<file path="config.mk">
export PLATFORM = sky130hd
export DESIGN_NAME = staf_top
export DESIGN_NICKNAME = d
export VERILOG_FILES = /design/src/rtl/staf_pkg.sv /design/src/rtl/staf_collect.sv /design/src/rtl/staf_compare.sv /design/src/rtl/staf_top.sv
export SDC_FILE = /design/constraint.sdc
export NUM_CORES = 1
export LEC_CHECK = 0
export BUFFER_PORTS_ARGS = -buffer_cell sky130_fd_sc_hd__buf_4
export CORE_AREA = 2 2 52 54
export CTS_BUF_LIST = sky130_fd_sc_hd__clkbuf_16
export DETAILED_ROUTE_END_ITERATION = 6
export DIE_AREA = 0 0 54 56
export PLACE_DENSITY = 0.78
export SYNTH_ARGS = -nofsm -noshare
export SYNTH_HDL_FRONTEND = slang
export SYNTH_SLANG_ARGS = --single-unit
export TNS_END_PERCENT = 20
</file>
<file path="constraint.sdc">
create_clock -name clk -period 2.16 [get_ports clk]
set_input_delay 0.216 -clock clk [delete_from_list [all_inputs] [get_ports clk]]
set_output_delay 0.216 -clock clk [all_outputs]
set_load 0.02 [all_outputs]
</file>
<file path="src/rtl/staf_pkg.sv">
package staf_pkg;
  typedef enum logic [1:0] {
    ST_IDLE = 2'd0,
    ST_LO   = 2'd1,
    ST_HI   = 2'd2,
    ST_DONE = 2'd3
  } staf_state_t;
endpackage

</file>
<file path="src/rtl/staf_collect.sv">
module staf_collect
  import staf_pkg::*;
#(
  parameter int BYTE_W = 8,
  localparam int ADDR_W = 2 * BYTE_W
) (
  input  logic              clk,
  input  logic              rst,
  input  logic              sof_i,
  input  logic              eof_i,
  input  logic              byte_vld_i,
  input  logic [BYTE_W-1:0] byte_i,
  input  logic              wide_i,
  output logic              cand_fire_o,
  output logic              cand_short_o,
  output logic              cand_wide_o,
  output logic [ADDR_W-1:0] cand_addr_o
);
  staf_state_t st_q, st_d;
  logic              wide_q;
  logic [BYTE_W-1:0] lo_q;
  logic              take_lo, take_hi, wide_eff;

  always_comb begin
    wide_eff     = sof_i ? wide_i : wide_q;
    take_lo      = byte_vld_i && (sof_i || st_q == ST_LO);
    take_hi      = byte_vld_i && !sof_i && st_q == ST_HI;
    cand_fire_o  = (take_lo && !wide_eff) || take_hi;
    cand_short_o = eof_i && !byte_vld_i && !sof_i &&
                   (st_q == ST_LO || st_q == ST_HI);
    cand_wide_o  = take_hi;
    cand_addr_o  = take_hi ? {byte_i, lo_q} : {{BYTE_W{1'b0}}, byte_i};
  end

  always_comb begin
    st_d = st_q;
    if (sof_i) begin
      if (take_lo) st_d = wide_eff ? ST_HI : ST_DONE;
      else         st_d = ST_LO;
    end else if (take_lo) begin
      st_d = wide_eff ? ST_HI : ST_DONE;
    end else if (take_hi || cand_short_o) begin
      st_d = ST_DONE;
    end
  end

  always_ff @(posedge clk) begin
    if (rst) begin
      st_q   <= ST_IDLE;
      wide_q <= 1'b0;
      lo_q   <= '0;
    end else begin
      st_q <= st_d;
      if (sof_i)   wide_q <= wide_i;
      if (take_lo) lo_q   <= byte_i;
    end
  end

  // waiting for a high byte only happens in a frame opened in wide mode
  assert_hi_only_wide_R3: assert property (@(posedge clk) disable iff (rst)
    (st_q == ST_HI) |-> wide_q);
  // no candidate is produced before any frame has been opened
  assert_idle_quiet_R11: assert property (@(posedge clk) disable iff (rst)
    (st_q == ST_IDLE && !sof_i) |-> !(cand_fire_o || cand_short_o));
endmodule

</file>
<file path="src/rtl/staf_compare.sv">
module staf_compare #(
  parameter int BYTE_W = 8,
  localparam int ADDR_W = 2 * BYTE_W,
  localparam int NLANE  = ADDR_W / BYTE_W
) (
  input  logic              wide_i,
  input  logic [ADDR_W-1:0] cand_i,
  input  logic [ADDR_W-1:0] station_i,
  input  logic [ADDR_W-1:0] mask_i,
  output logic              hit_o
);
  logic [NLANE-1:0] lane_eq;
  logic [NLANE-1:0] lane_ones;

  for (genvar g = 0; g < NLANE; g++) begin : g_lane
    logic [BYTE_W-1:0] rx, st, mk;
    assign rx = cand_i[g*BYTE_W +: BYTE_W];
    assign st = station_i[g*BYTE_W +: BYTE_W];
    assign mk = mask_i[g*BYTE_W +: BYTE_W];
    assign lane_eq[g]   = ((rx ^ st) & ~mk) == '0;
    assign lane_ones[g] = &rx;
  end

  always_comb begin
    if (wide_i) hit_o = (&lane_eq) || (&lane_ones);
    else        hit_o = lane_eq[0] || lane_ones[0];
  end
endmodule

</file>
<file path="src/rtl/staf_top.sv">
module staf_top #(
  parameter int BYTE_W = 8,
  localparam int ADDR_W = 2 * BYTE_W
) (
  input  logic              clk,
  input  logic              rst,
  input  logic              sof_i,
  input  logic              eof_i,
  input  logic              byte_vld_i,
  input  logic [BYTE_W-1:0] byte_i,
  input  logic              wide_i,
  input  logic [ADDR_W-1:0] station_addr_i,
  input  logic [ADDR_W-1:0] mask_i,
  output logic              dec_vld_o,
  output logic              match_o
);
  logic              cand_fire, cand_short, cand_wide, hit;
  logic [ADDR_W-1:0] cand_addr;

  staf_collect #(.BYTE_W(BYTE_W)) collect_i (
    .clk(clk), .rst(rst), .sof_i(sof_i), .eof_i(eof_i),
    .byte_vld_i(byte_vld_i), .byte_i(byte_i), .wide_i(wide_i),
    .cand_fire_o(cand_fire), .cand_short_o(cand_short),
    .cand_wide_o(cand_wide), .cand_addr_o(cand_addr)
  );

  staf_compare #(.BYTE_W(BYTE_W)) compare_i (
    .wide_i(cand_wide), .cand_i(cand_addr), .station_i(station_addr_i),
    .mask_i(mask_i), .hit_o(hit)
  );

  always_ff @(posedge clk) begin
    if (rst) begin
      dec_vld_o <= 1'b0;
      match_o   <= 1'b0;
    end else if (cand_fire) begin
      dec_vld_o <= 1'b1;
      match_o   <= hit;
    end else if (cand_short) begin
      dec_vld_o <= 1'b1;
      match_o   <= 1'b0;
    end else if (sof_i) begin
      dec_vld_o <= 1'b0;
      match_o   <= 1'b0;
    end
  end

  // a match is only reported together with a valid decision
  assert_match_qualified_R2: assert property (@(posedge clk) disable iff (rst)
    match_o |-> dec_vld_o);
  // a decision holds until a new start strobe
  assert_hold_R7: assert property (@(posedge clk) disable iff (rst)
    (dec_vld_o && !sof_i) |=> (dec_vld_o && $stable(match_o)));
  // a bare start strobe withdraws the decision
  assert_clear_R8: assert property (@(posedge clk) disable iff (rst)
    (sof_i && !byte_vld_i) |=> !dec_vld_o);
  // a decision appears only after a byte or an end strobe
  assert_cause_R9: assert property (@(posedge clk) disable iff (rst)
    $rose(dec_vld_o) |-> $past(byte_vld_i || eof_i));
endmodule

</file>
# After elaboration in Yosys (flattened, before gate mapping)
# Index checks and enable logic that the tools add are counted.
# W data, S select, Z words.
# totals
regBits,13
# classes
eq_ne,2
muxes,13
bitwise_logic,6
n_reduce_logical,23
# ops
cell,n
$and A8 B8 Y8,2
$logic_not A8 Y1,2
$mux W16,1
$not A8 Y8,2
$reduce_and A16 Y1,1
$xor A8 B8 Y8,2
$mux W1,8
$mux W2,4
$reduce_and A8 Y1,1
$logic_and A1 B1 Y1,7
$logic_or A1 B1 Y1,6
$reduce_bool A3 Y1,2
$logic_not A1 Y1,3
$eq A2 B1 Y1 const B,1
$eq A2 B2 Y1 const B,1
$reduce_and A2 Y1,1

# Longest topological paths before layout
# Gate-level depths: netlist (run 1).
# logic_depth
word_depth,11
mapped_depth,9

# Cells and area by module
# A second synthesis (run 1) with hierarchy kept.
# unflattened
cells_unflattened,109
hier_area_um2,991.0
# by_module_without_submodules
mod,n_inst,cells_per_inst,area_each_um2,seq_area_each_um2
staf_collect,1,66,659.4,220.2
staf_compare,1,35,257.7,0.0
staf_top,1,8,73.8,40.0

# Worst setup path before layout (run 1)
# Ideal clock, no wire load.
# synth_path
kind,reg2reg
startpoint,reg collect_i.st_q[0]
endpoint,reg match_o
t_arrival_ps,1754
t_required_ps,2074
slack_ps,320
stages_incl_launch_ff,10
cell_sequence,dfxtp_1 > inv_1 > ha_1 > buf_6 > nand4b_1 > xor2_1 > o22ai_2 > o41ai_1 > nand4_1 > a221oi_2
# synth_via
elab_chain_cells,10
elab_cells_between_ends,25
classes_between,eq/ne (2); mux (4); bitwise (4); reduce/logical (15)
# synth_lines
item,line,text
"start, declared",staf_collect.sv:19,"staf_state_t st_q, st_d;"
"start signal, assigned",staf_collect.sv:53,st_q <= st_d;
$eq A2 B2 Y1,"staf_collect.sv:27, staf_collect.sv:30",
$logic_and A1 B1 Y1,staf_collect.sv:27,take_hi = byte_vld_i && !sof_i && st_q == ST_HI;
$mux W16,staf_collect.sv:32,"cand_addr_o = take_hi ? {byte_i, lo_q} : {{BYTE_W{1'b0}}, byte_i};"
$xor A8 B8 Y8,staf_compare.sv:20,assign lane_eq[g] = ((rx ^ st) & ~mk) == '0;
$and A8 B8 Y8,staf_compare.sv:20,
$logic_not A8 Y1,staf_compare.sv:20,
$reduce_and A2 Y1,staf_compare.sv:25,if (wide_i) hit_o = (&lane_eq) || (&lane_ones);
$logic_or A1 B1 Y1,staf_compare.sv:25,
$mux W1,staf_compare.sv:25,
$mux W1,staf_top.sv:36,end else if (cand_fire) begin
"end signal, assigned",staf_top.sv:38,match_o <= hit;
"end, declared",staf_top.sv:15,output logic match_o
# Several ways; a longest one is shown, not always the timed one.
# A chain may end at the register's enable or synchronous reset.

# Worst setup path after layout (run 1)
# Ends and elaborated chain as after synthesis.

==> results of run 1 <==
-- layout by cell type (no fill, tap or decap), drive strengths merged, types with 7 or more instances in the layout --
| master | instances |
|---|---|
| nor2 | 16 |
| xor2 | 8 |
| buf | 50 |
| nand4b | 8 |
| dfxtp | 13 |
| mux2i | 10 |
| xnor2 | 8 |
| nor3b | 8 |
| o22ai | 7 |
-- metal layers --
layer  GRT usage, %  share of wire (%)
met1           25.2                 41
met2           37.3                 50
met3           3.76                8.2
met4           6.07               0.95
met5              0                  0
-- path summary, 6_finish.rpt --
kind | startpoint | to | slack (ns) | depth (start not counted)
max | collect_i.st_q[0] | match_o | 0.15 | 8
min | rst | match_o | 0.25 | 2
max reg2reg | collect_i.st_q[0] | match_o | 0.15 | 8
min reg2reg | match_o | match_o | 0.49 | 2
-- power groups by stage --
stage                     combinational, W  sequential (W)  clock (W)
after global routing              0.000265        0.000274   0.000357
after CTS                         0.000236        0.000272   0.000345
after global placement            0.000229        0.000276          0
after detailed placement          0.000234        0.000276          0
after floorplan                   0.000123        0.000276          0
final                             0.000242        0.000272   0.000340
-- registers in the layout, indices dropped and copies added (netlist names) --
signal            cells
collect_i.st_q        2
dec_vld_o             1
match_o               1
collect_i.wide_q      1
collect_i.lo_q        8
-- metrics by stage --
stage / setup slack [ns] / instance area, um^2 / hold WS, ns
6_report: 0.151 / 1550 / 0.247
5_1_grt: 0.0401 / 1550 / 0.256
4_1_cts: 0.0124 / 1530 / 0.242
3_5_place_dp: 0.0341 / 1450 / 0.483
3_3_place_gp: 0.127 / 1450 / 0.476
2_1_floorplan: 0.320 / 1070 / 0.282
-- kinds of logic after synthesis --
group / Yosys count
AOI/OAI and AO/OA: 26
xor gates and xnor gates: 16
adders and majority gates: 2
buffers and inverters: 8
DFF: 13
muxes: 10
and+or+nand+nor: 50
-- layout make-up --
class                           count  share of cell area (%)
Clock buffer                        3                    4.85
Clock inverter                      1                   0.243
Inverter                            3                   0.728
Multi-Input combinational cell    104                    50.7
Sequential cell                    13                    16.8
Tap cell                           30                    2.43
Timing Repair Buffer               50                    24.3
-- worst max-delay path: stages, from the launching register on --
cell	delay, ns
dfxtp_1	0.33
inv_1	0.09
ha_4	0.21
and3b_4	0.21
a2111o_1	0.29
or3_1	0.31
o31ai_1	0.09
nand4_1	0.16
a221oi_2	0.25
-- what timing repair did --
action                                  CTS  global route
resized for setup                         0             3
buffers inserted                          0             0
hold buffers                              0             0
endpoints found under the setup margin    0             1
==> out/metrics.csv, run 1 <==
metric,value,unit
Initial Util,44.0,%
Max Cap Violations,0,
Core ar.,2430,um^2
IO Pins,48,
Startpoint Class,register,
Post-Synth Simple-Gate Area,28.3,%
Post-Syn Area,1070,um^2
initial drt markers,27,
ANT cells,0,
Compound-Gate Fraction of Synth Area,18.3,%
multi-input logic area,785,um^2
Pleak,0.658,nW
Placed Cells,200,
"Avg Cell Area, Syn",8.57,um^2
Comb power frac,28.3,%
CTS root buf,clkbuf_16,
Post-synth top cells,"nor2_1 (16), dfxtp_1 (13), mux2i_1 (10)",
worst hold path class,input pin to register,
largest net degree at the start of global routing,18,
CTS tree,yes,
Post-synth top flop,dfxtp_1,
Net Switching,0.000220,W
RSZ-0062 raised after global routing,no,
Switching Share,25.8,%
share of layout cells above drive strength 1,34.5,%
final hold vios,0,
die width,54,um
synthesized flop and latch total,13,
GP Congestion,0.910,
status,"complete, no violations",
Final Power,0.000854,W
Clock Skews,0.000849,ns
WL per Instance,14.9,um
Synth Area in Adders,2.34,%
Slew HR,81.5,%
# H-tree levels,1,
post-synth top area cell,dfxtp_1,
cts bufs inserted,3,
Area growth syn-to-layout,44.5,%
"Net Count, Synth",173,
post-synth top area share,24.3,%
Longest Clk Path Bufs,2,
Final #Nets,223,
Worst Path Arrival,2.16,ns
vias post-DR,1166,
Layout Cells excl Fill,204,
global-route wire length before repair,4820,um
Synth Area in XOR/XNOR,13.1,%
Cell Rows,18,
Via density,5.72,
Pre-antenna DRT Iters,6,
multiplexer share of the synthesized area,9.35,%
register area,260,um^2
post-route minimum period,2.01,ns
post-synthesis sequential area ratio,24.3,%
CP Capture Type,register,
Peak VDD IR,0.474,mV
synth top area cells,"dfxtp_1 (24%), mux2i_1 (9.3%), nand4b_1 (6.5%)",
# DRC,0,
clk sinks,13,
number of synthesized flops with an enable pin,0,
worst-path fanout max,12,
die area,3020,um^2
Die Span Y,56,um
final slew viol count,0,
FILL cells,220,
Internal Power,0.000634,W
synth unique cells,37,
pwr/cell area,552,nW/um^2
vias in the first global route,1123,
initial antenna violation count,0,
final wirelength,3040,um
Worst-Margin Slew,0.276,ns
largest family of logic cells by synthesized area,simple AND/OR/NAND/NOR gates,
clock network power share,39.8,%
Synth async-reset ratio,0,%
Post-Syn Instances,125,
"CTS clk-pin slew, worst paths",0.04,ns
HPWL after DPL,2410,um
clk_lat worst skew,0.24,ns
highest clock rate,0.498,GHz
Synth warnings,0,
input/output buffers,47,
Post-Route Setup TNS,0,ns
WP data required,2.31,ns
gr usage total,21.2,%
final setup fails,0,
fin util,63.6,%
post-route ant nets,0,
most numerous cell in the Yosys netlist,nor2_1,
Flop pwr share,31.9,%
fin crit share,93.0,%
worst setup path class,register to register,
total congestion overflow,0,
Power figures use the tool's default switching activity.
==> run 2: changes to the inputs <==
--- a/config.mk
+++ b/config.mk
@@ -6,11 +6,11 @@
 export NUM_CORES = 1
 export LEC_CHECK = 0
 export BUFFER_PORTS_ARGS = -buffer_cell sky130_fd_sc_hd__buf_4
-export CORE_AREA = 2 2 52 54
-export CTS_BUF_LIST = sky130_fd_sc_hd__clkbuf_16
+export CORE_AREA = 2 2 51 53
+export CTS_BUF_LIST = sky130_fd_sc_hd__clkbuf_4
 export DETAILED_ROUTE_END_ITERATION = 6
-export DIE_AREA = 0 0 54 56
-export PLACE_DENSITY = 0.78
+export DIE_AREA = 0 0 53 55
+export PLACE_DENSITY = 0.81
 export SYNTH_ARGS = -nofsm -noshare
 export SYNTH_HDL_FRONTEND = slang
 export SYNTH_SLANG_ARGS = --single-unit
==> run 2 against run 1 <==
Compared with the run above:
- wire length increased by 1.2%
- design area down 4.1%
- total power decreased by 21%
- global-route usage increased by 2.5 points
- critical path depth unchanged
- sequential share of layout area is 0.72 points higher
- die area shrank 3.6%
- largest cell class unchanged
==> out/metrics.csv, run 2 (same netlist as run 1, synthesis figures left out) <==
metric,value,unit
Internal Power,0.000473,W
worst-path fanout max,12,
final wirelength,3080,um
cts bufs inserted,3,
CTS tree,yes,
post-route minimum period,2.04,ns
pwr/cell area,457,nW/um^2
worst hold path class,input pin to register,
Initial Util,45.3,%
Worst-Margin Slew,0.324,ns
CTS root buf,clkbuf_4,
Post-Route Setup TNS,0,ns
largest net degree at the start of global routing,18,
Largest regs,"collect_i.lo_q (8), collect_i.st_q (2)",
GP Congestion,0.799,
Switching Share,30.3,%
status,"complete, no violations",
CP max stage cell,dfxtp_1,
die width,53,um
CP Capture Type,register,
Area growth syn-to-layout,38.6,%
Die Span Y,55,um
Startpoint Class,register,
final setup fails,0,
die area,2920,um^2
WL per Instance,15.2,um
initial antenna violation count,0,
Placed Cells,199,
# H-tree levels,1,
clock network power share,24.5,%
"most common cell after layout, fill and taps aside",buf_4,
post-route ant nets,0,
multi-input logic area,777,um^2
clk_lat worst skew,0.28,ns
register area,260,um^2
Clock Skews,0.00363,ns
worst setup path class,register to register,
Net Switching,0.000205,W
crit-path max cell delay,0.33,ns
WP data required,2.36,ns
total congestion overflow,0,
highest clock rate,0.490,GHz
HPWL after DPL,2540,um
RSZ-0062 raised after global routing,no,
gr usage total,23.6,%
global-route wire length before repair,5010,um
final slew viol count,0,
ANT cells,0,
Pleak,0.628,nW
final hold vios,0,
CP Cell Sequence,inv_1 > ha_4 > and3b_4 > a2111o_1 > or3_1 > o31ai_1 > nand4_1 > a221oi_2,
Slew HR,78.1,%
Crit path buffers/inverters,1,
FILL cells,217,
Max Cap Violations,0,
Final #Nets,222,
"CP delay by family, top",simple AND/OR/NAND/NOR gates,
clk sinks,13,
IO Pins,48,
Layout Cells excl Fill,203,
fin crit share,94.5,%
Comb power frac,35.4,%
initial drt markers,21,
vias in the first global route,1161,
Longest Clk Path Bufs,2,
share of layout cells above drive strength 1,34.1,%
Cell Rows,18,
input/output buffers,47,
Flop pwr share,40.1,%
Via density,5.64,
Core ar.,2360,um^2
Worst Path Arrival,2.24,ns
vias post-DR,1145,
max reg flops,8,
most frequent cells in the layout,"buf_4 (49), nor2_1 (16), dfxtp_1 (13), mux2i_1 (10)",
Peak VDD IR,0.514,mV
# DRC,0,
Pre-antenna DRT Iters,4,
"CTS clk-pin slew, worst paths",0.07,ns
Biggest register,collect_i.lo_q,
[run 2: cell types whose count changed in the layout (fill, tap and decap cells not counted), sizes merged]
cell    previous run  this run
inv                4         3
clkbuf             3         4
buf               50        49
[run 2: path summary, 6_finish.rpt]
check	start	endpoint	slack [ns]	cells past startpoint
max	collect_i.st_q[0]	match_o	0.12	8
min	rst	match_o	0.19	2
max reg2reg	collect_i.st_q[0]	match_o	0.12	8
min reg2reg	match_o	match_o	0.49	2
[run 2: timing repair]
item	4_1_cts	5_1_grt
pin swaps	0	1
resized for setup	1	1
hold buffers	0	0
endpoints found under the setup margin	1	1
setup buffers	0	0
[run 2: metrics by stage]
| step | hold WS (ns) | power (W) | worst slack (ns) | instance area (um^2) | util, % |
|---|---|---|---|---|---|
| after CTS | 0.191 | 0.000678 | 0.0693 | 1470 | 62.3 |
| after floorplan | 0.282 | 0.000398 | 0.320 | 1070 | - |
| after global placement | 0.476 | 0.000502 | 0.137 | 1440 | 61.0 |
| final | 0.194 | 0.000678 | 0.118 | 1480 | 62.8 |
| after detailed placement | 0.487 | 0.000511 | -0.0185 | 1440 | 61.0 |
| after global routing | 0.187 | 0.000723 | 0.000721 | 1480 | 62.8 |
[run 2: area by class of cell]
| class | count | area share, % |
|---|---|---|
| multi-input combinational | 104 | 52.4 |
| timing repair buffer | 49 | 24.8 |
| sequential | 13 | 17.5 |
| tap | 30 | 2.53 |
| clock buffer | 4 | 2.02 |
| inverter | 3 | 0.759 |
[run 2: power by group through the flow]
stage | combinational [W] | clock (W) | sequential, W
final | 0.000240 | 0.000166 | 0.000272
after global placement | 0.000226 | 0 | 0.000276
after floorplan | 0.000123 | 0 | 0.000276
after CTS | 0.000237 | 0.000170 | 0.000271
after global routing | 0.000263 | 0.000186 | 0.000274
after detailed placement | 0.000234 | 0 | 0.000277
[run 2: worst reg2reg max path, stage by stage, from the launching register on]
cell      delay, ns
dfxtp_1        0.33
inv_1          0.09
ha_4           0.21
and3b_4        0.20
a2111o_1       0.30
or3_1          0.32
o31ai_1        0.08
nand4_1        0.17
a221oi_2       0.25
[run 2: metal layers]
layer	global-route usage (%)	up-vias	part of all wire, %
met3	3.23	8	5.5
met5	0	-	0
met4	11.1	0	2.1
li1	-	564	-
met1	26.9	530	41
met2	43.8	43	51
